## config.mk

```make
export PLATFORM = sky130hd
export DESIGN_NAME = gpio_ioc
export DESIGN_NICKNAME = d
export VERILOG_FILES = /design/src/rtl/gpio_ioc_pkg.sv /design/src/rtl/gpio_ioc_filter.sv /design/src/rtl/gpio_ioc_bank.sv /design/src/rtl/gpio_ioc_irq_out.sv /design/src/rtl/gpio_ioc.sv
export SDC_FILE = /design/constraint.sdc
export NUM_CORES = 1
export LEC_CHECK = 0
export BUFFER_PORTS_ARGS = -buffer_cell sky130_fd_sc_hd__buf_2
export CAP_MARGIN = 40
export CORE_ASPECT_RATIO = 1.4
export CORE_MARGIN = 2
export CORE_UTILIZATION = 45
export CTS_BUF_LIST = sky130_fd_sc_hd__clkbuf_4
export DETAILED_ROUTE_END_ITERATION = 8
export GPL_TIMING_DRIVEN = 1
export MAX_ROUTING_LAYER = met4
export SLEW_MARGIN = 20
export SYNTH_ARGS = -nofsm -noshare
export SYNTH_HDL_FRONTEND = slang
export SYNTH_SLANG_ARGS = --single-unit
```

## constraint.sdc

```tcl
create_clock -name clk -period 2.9 [get_ports clk]
set_input_delay 0.145 -clock clk [delete_from_list [all_inputs] [get_ports clk]]
set_output_delay 0.145 -clock clk [all_outputs]
set_load 0.02 [all_outputs]
```

## src/rtl/gpio_ioc_pkg.sv

```systemverilog
// Package: field codes and the interrupt configuration type shared by
// the GPIO blocks. Assumes a 4-bit field index within each port bank.
package gpio_ioc_pkg;
    localparam int FIELD_W = 4;

    localparam logic [FIELD_W-1:0] F_DIR  = 4'd0;
    localparam logic [FIELD_W-1:0] F_POL  = 4'd1;
    localparam logic [FIELD_W-1:0] F_IEN  = 4'd2;
    localparam logic [FIELD_W-1:0] F_DEFV = 4'd3;
    localparam logic [FIELD_W-1:0] F_CMPS = 4'd4;
    localparam logic [FIELD_W-1:0] F_PUEN = 4'd5;
    localparam logic [FIELD_W-1:0] F_PORT = 4'd6;
    localparam logic [FIELD_W-1:0] F_OLAT = 4'd7;
    localparam logic [FIELD_W-1:0] F_FLAG = 4'd8;
    localparam logic [FIELD_W-1:0] F_CAPT = 4'd9;
    localparam logic [FIELD_W-1:0] F_CFG  = 4'd10;

    typedef struct packed {
        logic act_high;    // bit2
        logic open_drain;  // bit1
        logic mirror;      // bit0
    } irq_cfg_t;
endpackage

```

## src/rtl/gpio_ioc_filter.sv

```systemverilog
// Input qualifier: per bit, a two-flop synchroniser followed by a counter.
// The counter accepts a new level once it has held for FILT_CYCLES
// consecutive samples. Assumes FILT_CYCLES >= 1.
module gpio_ioc_filter #(
    parameter int W           = 8,
    parameter int FILT_CYCLES = 3
) (
    input  logic         clk,
    input  logic         rst_n,
    input  logic [W-1:0] raw,
    output logic [W-1:0] filt
);
    localparam int CNT_W = $clog2(FILT_CYCLES) + 1;
    localparam logic [CNT_W-1:0] CNT_LAST = CNT_W'(FILT_CYCLES - 1);

    for (genvar i = 0; i < W; i++) begin : g_bit
        logic             s1, s2, q;
        logic [CNT_W-1:0] cnt;

        // Synchronise the pad level and qualify it by run length.
        always_ff @(posedge clk) begin
            if (!rst_n) begin
                s1  <= 1'b0;
                s2  <= 1'b0;
                q   <= 1'b0;
                cnt <= '0;
            end else begin
                s1 <= raw[i];
                s2 <= s1;
                if (s2 == q) begin
                    cnt <= '0;
                end else if (cnt == CNT_LAST) begin
                    q   <= s2;
                    cnt <= '0;
                end else begin
                    cnt <= cnt + 1'b1;
                end
            end
        end

        assign filt[i] = q;
    end
endmodule

```

## src/rtl/gpio_ioc_bank.sv

```systemverilog
// One port bank: the control registers, interrupt detection, flag and
// capture registers, and a combinational read value for the top-level mux.
// Assumes sel_wr/sel_rd are already qualified by the port select.
module gpio_ioc_bank
    import gpio_ioc_pkg::*;
#(
    parameter int W = 8
) (
    input  logic               clk,
    input  logic               rst_n,
    input  logic               sel_wr,
    input  logic               sel_rd,
    input  logic [FIELD_W-1:0] field,
    input  logic [W-1:0]       wdata,
    input  logic [W-1:0]       pin_filt,
    output logic [W-1:0]       rd_val,
    output logic [W-1:0]       dir,
    output logic [W-1:0]       olat,
    output logic [W-1:0]       puen,
    output logic [W-1:0]       flag,
    output logic [W-1:0]       capt
);
    logic [W-1:0] pol, ien, defv, cmps, prev;
    logic [W-1:0] reported, mismatch, hit;
    logic         clr;

    // Value presented to the host, and per-pin interrupt conditions.
    always_comb begin
        reported = pin_filt ^ pol;
        for (int i = 0; i < W; i++) begin
            mismatch[i] = cmps[i] ? (pin_filt[i] ^ defv[i])
                                  : (pin_filt[i] ^ prev[i]);
        end
        hit = ien & dir & mismatch;
        clr = sel_rd && (field == F_PORT || field == F_CAPT);
    end

    // Host-writable control registers.
    always_ff @(posedge clk) begin
        if (!rst_n) begin
            dir  <= '1;
            pol  <= '0;
            ien  <= '0;
            defv <= '0;
            cmps <= '0;
            puen <= '0;
            olat <= '0;
        end else if (sel_wr) begin
            case (field)
                F_DIR:          dir  <= wdata;
                F_POL:          pol  <= wdata;
                F_IEN:          ien  <= wdata;
                F_DEFV:         defv <= wdata;
                F_CMPS:         cmps <= wdata;
                F_PUEN:         puen <= wdata;
                F_PORT, F_OLAT: olat <= wdata;
                default: ;
            endcase
        end
    end

    // Previous level, flag accumulation and capture on the first event.
    always_ff @(posedge clk) begin
        if (!rst_n) begin
            prev <= '0;
            flag <= '0;
            capt <= '0;
        end else begin
            prev <= pin_filt;
            if (clr) begin
                flag <= '0;
            end else begin
                flag <= flag | hit;
                if (flag == '0 && hit != '0) capt <= reported;
            end
        end
    end

    // Read value selection for this bank.
    always_comb begin
        case (field)
            F_DIR:   rd_val = dir;
            F_POL:   rd_val = pol;
            F_IEN:   rd_val = ien;
            F_DEFV:  rd_val = defv;
            F_CMPS:  rd_val = cmps;
            F_PUEN:  rd_val = puen;
            F_PORT:  rd_val = reported;
            F_OLAT:  rd_val = olat;
            F_FLAG:  rd_val = flag;
            F_CAPT:  rd_val = capt;
            default: rd_val = '0;
        endcase
    end
endmodule

```

## src/rtl/gpio_ioc_irq_out.sv

```systemverilog
// Interrupt line driver: routing (separate or mirrored) and drive mode
// (active-low, active-high, open-drain). Forces high impedance in reset.
module gpio_ioc_irq_out
    import gpio_ioc_pkg::*;
(
    input  logic     rst_n,
    input  irq_cfg_t cfg,
    input  logic     any_a,
    input  logic     any_b,
    output logic     irq_a_o,
    output logic     irq_a_oe,
    output logic     irq_b_o,
    output logic     irq_b_oe
);
    logic act_a, act_b;

    // Route the port requests and encode each line's drive.
    always_comb begin
        act_a = cfg.mirror ? (any_a | any_b) : any_a;
        act_b = cfg.mirror ? (any_a | any_b) : any_b;
        if (cfg.open_drain) begin
            irq_a_o  = 1'b0;
            irq_b_o  = 1'b0;
            irq_a_oe = rst_n & act_a;
            irq_b_oe = rst_n & act_b;
        end else begin
            irq_a_o  = cfg.act_high ? act_a : ~act_a;
            irq_b_o  = cfg.act_high ? act_b : ~act_b;
            irq_a_oe = rst_n;
            irq_b_oe = rst_n;
        end
    end
endmodule

```

## src/rtl/gpio_ioc.sv

```systemverilog
// Top: two GPIO port banks behind a parallel register bus, an input
// qualifier and interrupt line drivers. Reads are registered (one-cycle
// latency). The CFG field is shared and decoded at either port address.
module gpio_ioc
    import gpio_ioc_pkg::*;
#(
    parameter int PORT_W      = 8,
    parameter int FILT_CYCLES = 3
) (
    input  logic                  clk,
    input  logic                  rst_n,
    input  logic                  bus_wr,
    input  logic                  bus_rd,
    input  logic [FIELD_W:0]      bus_addr,
    input  logic [PORT_W-1:0]     bus_wdata,
    output logic [PORT_W-1:0]     bus_rdata,
    input  logic [2*PORT_W-1:0]   pin_in,
    output logic [2*PORT_W-1:0]   pin_out,
    output logic [2*PORT_W-1:0]   pin_oe,
    output logic [2*PORT_W-1:0]   pin_pu,
    output logic                  irq_a_o,
    output logic                  irq_a_oe,
    output logic                  irq_b_o,
    output logic                  irq_b_oe
);
    localparam int NPORT = 2;
    localparam int PIN_W = NPORT * PORT_W;
    localparam int CFG_W = $bits(irq_cfg_t);

    logic [FIELD_W-1:0] field;
    logic               psel;
    logic [PIN_W-1:0]   pin_filt;
    logic [PORT_W-1:0]  bank_rd   [NPORT];
    logic [PORT_W-1:0]  port_dir  [NPORT];
    logic [PORT_W-1:0]  port_olat [NPORT];
    logic [PORT_W-1:0]  port_puen [NPORT];
    logic [PORT_W-1:0]  port_flag [NPORT];
    logic [PORT_W-1:0]  port_capt [NPORT];
    irq_cfg_t           cfg;

    assign field = bus_addr[FIELD_W-1:0];
    assign psel  = bus_addr[FIELD_W];

    gpio_ioc_filter #(.W(PIN_W), .FILT_CYCLES(FILT_CYCLES)) filt_i (
        .clk   (clk),
        .rst_n (rst_n),
        .raw   (pin_in),
        .filt  (pin_filt)
    );

    for (genvar p = 0; p < NPORT; p++) begin : g_bank
        gpio_ioc_bank #(.W(PORT_W)) bank_i (
            .clk      (clk),
            .rst_n    (rst_n),
            .sel_wr   (bus_wr && (psel == p[0])),
            .sel_rd   (bus_rd && (psel == p[0])),
            .field    (field),
            .wdata    (bus_wdata),
            .pin_filt (pin_filt[p*PORT_W +: PORT_W]),
            .rd_val   (bank_rd[p]),
            .dir      (port_dir[p]),
            .olat     (port_olat[p]),
            .puen     (port_puen[p]),
            .flag     (port_flag[p]),
            .capt     (port_capt[p])
        );
        assign pin_out[p*PORT_W +: PORT_W] = port_olat[p];
        assign pin_oe [p*PORT_W +: PORT_W] = ~port_dir[p] & {PORT_W{rst_n}};
        assign pin_pu [p*PORT_W +: PORT_W] = port_puen[p];
    end

    // Shared interrupt line configuration register.
    always_ff @(posedge clk) begin
        if (!rst_n)                        cfg <= '0;
        else if (bus_wr && field == F_CFG) cfg <= irq_cfg_t'(bus_wdata[CFG_W-1:0]);
    end

    // Registered read data.
    always_ff @(posedge clk) begin
        if (!rst_n)             bus_rdata <= '0;
        else if (bus_rd) begin
            if (field == F_CFG) bus_rdata <= PORT_W'(cfg);
            else                bus_rdata <= bank_rd[psel];
        end
    end

    gpio_ioc_irq_out irq_i (
        .rst_n    (rst_n),
        .cfg      (cfg),
        .any_a    (|port_flag[0]),
        .any_b    (|port_flag[1]),
        .irq_a_o  (irq_a_o),
        .irq_a_oe (irq_a_oe),
        .irq_b_o  (irq_b_o),
        .irq_b_oe (irq_b_oe)
    );
endmodule

```

Word-level counts from Yosys, hierarchy flattened:

Cells that the tools add are included.

* flip-flop bits (word level): 267
* bits of input ports: 33

* add/sub/neg operators: 16
* magnitude comparators: 1
* eq/ne operators: 42
* mux-type cells: 30
* bitwise operators: 70
* reductions and logical operators: 68

Operator list (number)
* one-hot mux 8 bit (10 select lines): 2
* AND reduction 2 bit: 32
* adder 3 x 1 -> 3 bit (second input constant): 16
* AND 8 bit: 6
* == test 3 x 2 -> 1 bit (second input constant): 16
* OR reduction 3 bit: 16
* 2-to-1 mux 8 bit: 4
* bitwise XOR 1 bit: 32
* 2-to-1 mux 1 bit: 24
* NOT 1 bit: 22
* == test 1 bit: 16
* == test 4 x 3 -> 1 bit (second input constant): 4
* logical NOT 8 bit: 2
* NOT 8 bit: 2
* bitwise OR 8 bit: 2
* nonzero test 8 bit: 2
* OR reduction 8 bit: 2
* bitwise XOR 8 bit: 2
* == test 4 bit (second input constant): 3
* logical AND 1 bit: 9
* == test 4 x 2 -> 1 bit (second input constant): 2
* OR reduction 2 bit: 3
* == test 4 x 1 -> 1 bit (second input constant): 1
* logical NOT 4 bit: 1
* 5 further kinds: 6

Logic depth before layout (Yosys ltp):

* word-level depth: 6
* mapped depth: 8

Hierarchy:

A second synthesis with hierarchy kept.

* cells, all modules: 1453
* area, all modules: 12689.7 um^2

By module, submodules not included
* gpio_ioc_bank: times used 2, cells an instance 494, area each 4037.6 um^2, sequential area each 1601.5 um^2
* gpio_ioc_filter: times used 1, cells an instance 371, area each 3842.4 um^2, sequential area each 1921.8 um^2
* gpio_ioc: times used 1, cells an instance 86, area each 714.4 um^2, sequential area each 220.2 um^2
* gpio_ioc_irq_out: times used 1, cells an instance 8, area each 57.6 um^2, sequential area each 0.0 um^2

Worst setup path after synthesis:

Ideal clock, no wire load.

* kind: flip-flop to flip-flop
* from: register g_bank[0].bank_i.cmps[2]
* to: register g_bank[0].bank_i.capt[0]
* setup time: 0.072 ns
* data arrival time: 1.523 ns
* data required time: 2.828 ns
* setup slack: 1.305 ns
* stages on the path, launching flop included: 6
* cell sequence: dfxtp_1 > mux2i_1 > mux2i_1 > nor4_2 > a211oi_4 > mux2i_1

* longest elaborated chain between the ends: 5

RTL lines
* from (decl): line gpio_ioc_bank.sv:23 `logic [W-1:0] pol, ien, defv, cmps, prev;`
* from (signal assigned): line gpio_ioc_bank.sv:54 `F_CMPS: cmps <= wdata;`
* 2-to-1 mux 1 bit: line gpio_ioc_bank.sv:31 `mismatch[i] = cmps[i] ? (pin_filt[i] ^ defv[i])`
* AND 8 bit: line gpio_ioc_bank.sv:34 `hit = ien & dir & mismatch;`
* nonzero test 8 bit: line gpio_ioc_bank.sv:74 `if (flag == '0 && hit != '0) capt <= reported;`
* logical AND 1 bit: line gpio_ioc_bank.sv:74
* AND reduction 2 bit (no line)
* to (signal assigned): line gpio_ioc_bank.sv:74
* to (decl): line gpio_ioc_bank.sv:21 `output logic [W-1:0] capt`

No other way between the ends.
A chain may end at the register's enable or synchronous reset.

Final worst setup path:

* from: register g_bank[0].bank_i.flag[2]
* to: output irq_b_o

* longest elaborated chain between the ends: 6

RTL lines
* from (decl): line gpio_ioc_bank.sv:20 `output logic [W-1:0] flag,`
* from (signal assigned): line gpio_ioc_bank.sv:73 `flag <= flag | hit;`
* OR reduction 8 bit (*): line gpio_ioc.sv:90 `.any_a (|port_flag[0]),`
* bitwise OR 1 bit (*): line gpio_ioc_irq_out.sv:20 `act_b = cfg.mirror ? (any_a | any_b) : any_b;`
* 2-to-1 mux 1 bit (*): line gpio_ioc_irq_out.sv:20
* NOT 1 bit: line gpio_ioc_irq_out.sv:28 `irq_b_o = cfg.act_high ? act_b : ~act_b;`
* 2-to-1 mux 1 bit (*): line gpio_ioc_irq_out.sv:28
* 2-to-1 mux 1 bit (*): line gpio_ioc_irq_out.sv:21 `if (cfg.open_drain) begin`
* to (decl): line gpio_ioc.sv:23 `output logic irq_b_o,`

Mark *: on every way between the ends. The rest lies on a longest branch, timed or not.

==> results.md <==
- Worst hold path type: input port to flip-flop
- Max-slew headroom: 45.2%
- Pre-antenna DRT Iters: 6
- Worst Skew: 0.0491 ns
- Area grow syn2layout: 15.5%
- Post-synthesis instance area: 12500 um2
- Overall Power: 7390 uW
- Die X: 145 um
- Clk_lat worst skew: 0.73 ns
- Post-synthesis sequential area ratio: 42.7%
- Tcrit/Tclk final: 82.5%
- Top_reg_cell synth: dfxtp_1
- Mean Syn Cell Area: 9.24 um2
- Via/cell ratio: 5.51
- Post-Synth Adder-Cell Area: 3.20%
- TritonCTS Sinks: 267
- Slowest-stage cell, CP: dfxtp_1
- ANT nets after route: 0
- Row cnt: 72
- Routed WL: 40.5 mm
- CTS Buf Count: 69
- FF/Latch Area: 5350 um2
- Pin count of the biggest net entering global routing: 61
- Clock-pin slew on the worst setup and hold paths: 0.06 ns
- First-pass GRT wire length: 61.3 mm
- Worst Tran Pin Value: 0.815 ns
- Async SR Flop Fraction: 0%
- Multi-input gate area: 6720 um2
- Synth warnings: 0
- Max Root-Sink Buffers: 3
- Syn_nets: 1421
- Synth Area in XOR/XNOR: 2.24%
- Critical path required time: 2.76 ns
- H-tree depth: 3
- Worst vdd ir: 313 uV
- Fmax: 418 MHz
- DRT iter0 DRCs: 679
- Commonest non-fill, non-tap cells in the layout: dfxtp_1 (267), mux2i_1 (151), nand2_1 (131), nor2b_1 (129)
- Clk pwr share: 42.1%
- Post-DP HPWL: 29.3 mm
- Clock root cell: clkbuf_4
- Post-synthesis mux area share: 13.9%
- Internal: 5530 uW
- Via Count: 10.5k
- Switching share of power: 25.2%
- Compound-gate portion of the synthesized area: 9.44%
- Drt wl/cell: 21.3 um
- NumNets Final: 1561
- RSZ-0062 raised after global routing: no
- Fillcell total: 2640
- CP max stage delay: 0.33 ns
- Global route total overflow: 0
- Post-synthesis register bit count: 267
- Critical-path maximum fanout: 4
- Die H: 201 um
- Global Route Usage Sum: 28.4%
- Leakage: 0.00597 uW
- I/O Buffers: 92
- Synth Area in Simple Gates: 24.8%
- Full die area: 29200 um2
- Dominant cells by area after synthesis: dfxtp_1 (43%), mux2i_1 (12%), nor2b_1 (6.5%), nand2_1 (3.9%), ha_1 (3.2%)
- Gp weighted congestion: 0.992
- DRC Markers: 0
- Core footprint: 27500 um2
- Max-Cap Viols: 0
- Setup_tns: 0 ns
- Power density cells: 511 nW/um2
- Post-synth EDFFs: 0
- Most common cell after layout, fill and taps aside: dfxtp_1
- Starting density of the core: 45.6%
- Yosys top cell area share: 42.7%
- Vias in the first global route: 10.4k
- CTS tree: built
- Largest family of logic cells by synthesized area: simple AND/OR/NAND/NOR gates
- Final Util: 52.7%
- Initial antenna violation count: 2
- Critical-path cell list: nor4_1 > nand2_1 > a21oi_1 > xnor2_1 > nor2_1 > buf_2
- Critical path capture point type: primary output
- I/O pins: 93
- Final Hold Viols: 0
- Outcome: finished, final reports clean
- Comb power frac: 7.1%
- Critical path data arrival time: 2.25 ns
- Share of cells above drive strength 1: 18.0%
- Synth area leader: dfxtp_1
- WS Path Type: flip-flop to primary output
- Finish-stage setup viols: 0
- Sw power: 1860 uW
- Resize count post-CTS: 0
- Number of distinct library cells after synthesis: 73
- Min Tclk post-route: 2.39 ns
- Max-slew violation count: 0
- CP Launch Type: flip-flop
- Syn Inst Count: 1356
- Sequential power share: 50.8%
-- kinds of logic after synthesis --
kind of cell,Yosys count
fa+ha+maj,32
compound gates,166
simple gates,578
xor+xnor,32
buf+inv,111
flops,267
mux,170
-- worst max-delay path: cells and delay by family, from the launching register on --
| family | cells | cell delay (ns) |
|---|---|---|
| buffers and inverters | 1 | 0.16 |
| XOR/XNOR | 1 | 0.15 |
| AND/OR/NAND/NOR | 3 | 0.63 |
| flip-flops | 1 | 0.33 |
| AO/OA/AOI/OAI | 1 | 0.28 |
-- sequential cells by signal, summed over array words and instances (netlist names), 16 cells and up --
name                count
filt_i.g_bit.cnt       48
g_bank.bank_i.prev     16
g_bank.bank_i.cmps     16
g_bank.bank_i.ien      16
g_bank.bank_i.puen     16
filt_i.g_bit.s2        16
g_bank.bank_i.capt     16
g_bank.bank_i.defv     16
g_bank.bank_i.pol      16
filt_i.g_bit.q         16
g_bank.bank_i.dir      16
g_bank.bank_i.olat     16
filt_i.g_bit.s1        16
g_bank.bank_i.flag     16
-- per-stage QoR --
step | std cells | setup WS (ns) | area, um2 | hold slack, ns
after floorplan | 1356 | 1.31 | 12500 | 0.272
after global placement | 1764 | 0.554 | 13400 | 0.351
after detailed placement | 1764 | 0.497 | 13400 | 0.355
after CTS | 1900 | 0.537 | 14500 | 0.0760
after global routing | 1903 | 0.361 | 14500 | 0.116
final | 1903 | 0.509 | 14500 | 0.151
-- timing repair --
item                      CTS  global route
hold endpoints to repair  138             0
buffers inserted            0             0
hold buffers               31             0
-- cell usage after synthesis (4+ instances only) --
| master | count |
|---|---|
| o21ai_0 | 27 |
| nor4_1 | 7 |
| nor3_1 | 9 |
| and3_1 | 10 |
| o22ai_1 | 4 |
| nand2_1 | 131 |
| nor2b_1 | 130 |
| ha_1 | 32 |
| a211oi_1 | 7 |
| and2_1 | 50 |
| mux2i_1 | 151 |
| buf_2 | 27 |
| mux2_2 | 16 |
| nand2b_1 | 9 |
| buf_4 | 4 |
| a222oi_1 | 6 |
| a22oi_1 | 17 |
| clkbuf_1 | 52 |
| o21ai_1 | 4 |
| a21boi_0 | 37 |
| a31oi_1 | 5 |
| and3b_1 | 4 |
| or2_2 | 12 |
| a21oi_1 | 19 |
| dfxtp_1 | 267 |
| inv_1 | 24 |
| nand3b_1 | 28 |
| a32oi_1 | 7 |
| nor2_1 | 98 |
| nand3_1 | 63 |
| xor2_1 | 30 |
| a22o_1 | 5 |
-- layout make-up --
| class | instances | area share [%] |
|---|---|---|
| multi-input cells | 978 | 46.4 |
| clock inverters | 7 | 0.372 |
| clock buffers | 98 | 5.08 |
| repair buffers | 155 | 7.29 |
| diodes | 3 | 0.0519 |
| well taps | 370 | 3.20 |
| flip-flops and latches | 267 | 36.9 |
| inverters | 25 | 0.648 |
-- power by group through the flow --
stage	registers, uW	clock network [uW]	logic, uW
after floorplan	3830	0	300
after global placement	3840	0	487
after detailed placement	3840	0	490
after CTS	3750	3210	523
after global routing	3760	3400	563
final	3750	3110	527
-- metal layers --
layer  vias to the layer above  track usage [%]  part of all wire [%]
li1                       4985                -                     -
met2                       358             48.9                    50
met1                      5022             29.8                    38
met3                       130             5.03                   4.8
met5                         -                -                     0
met4                         0             18.6                   7.1
-- worst paths after layout --
path                                                from                       end  slack, ns  cells after the start
worst max-delay path            g_bank[0].bank_i.flag[2]                   irq_b_o       0.51                      6
worst min-delay path                         bus_addr[4]              bus_rdata[2]       0.15                      4
worst max register to register  g_bank[1].bank_i.cmps[2]  g_bank[1].bank_i.capt[6]       0.75                      5
worst min register to register        filt_i.g_bit[1].s1        filt_i.g_bit[1].s2       0.43                      1
Power figures use the tool's default switching activity.
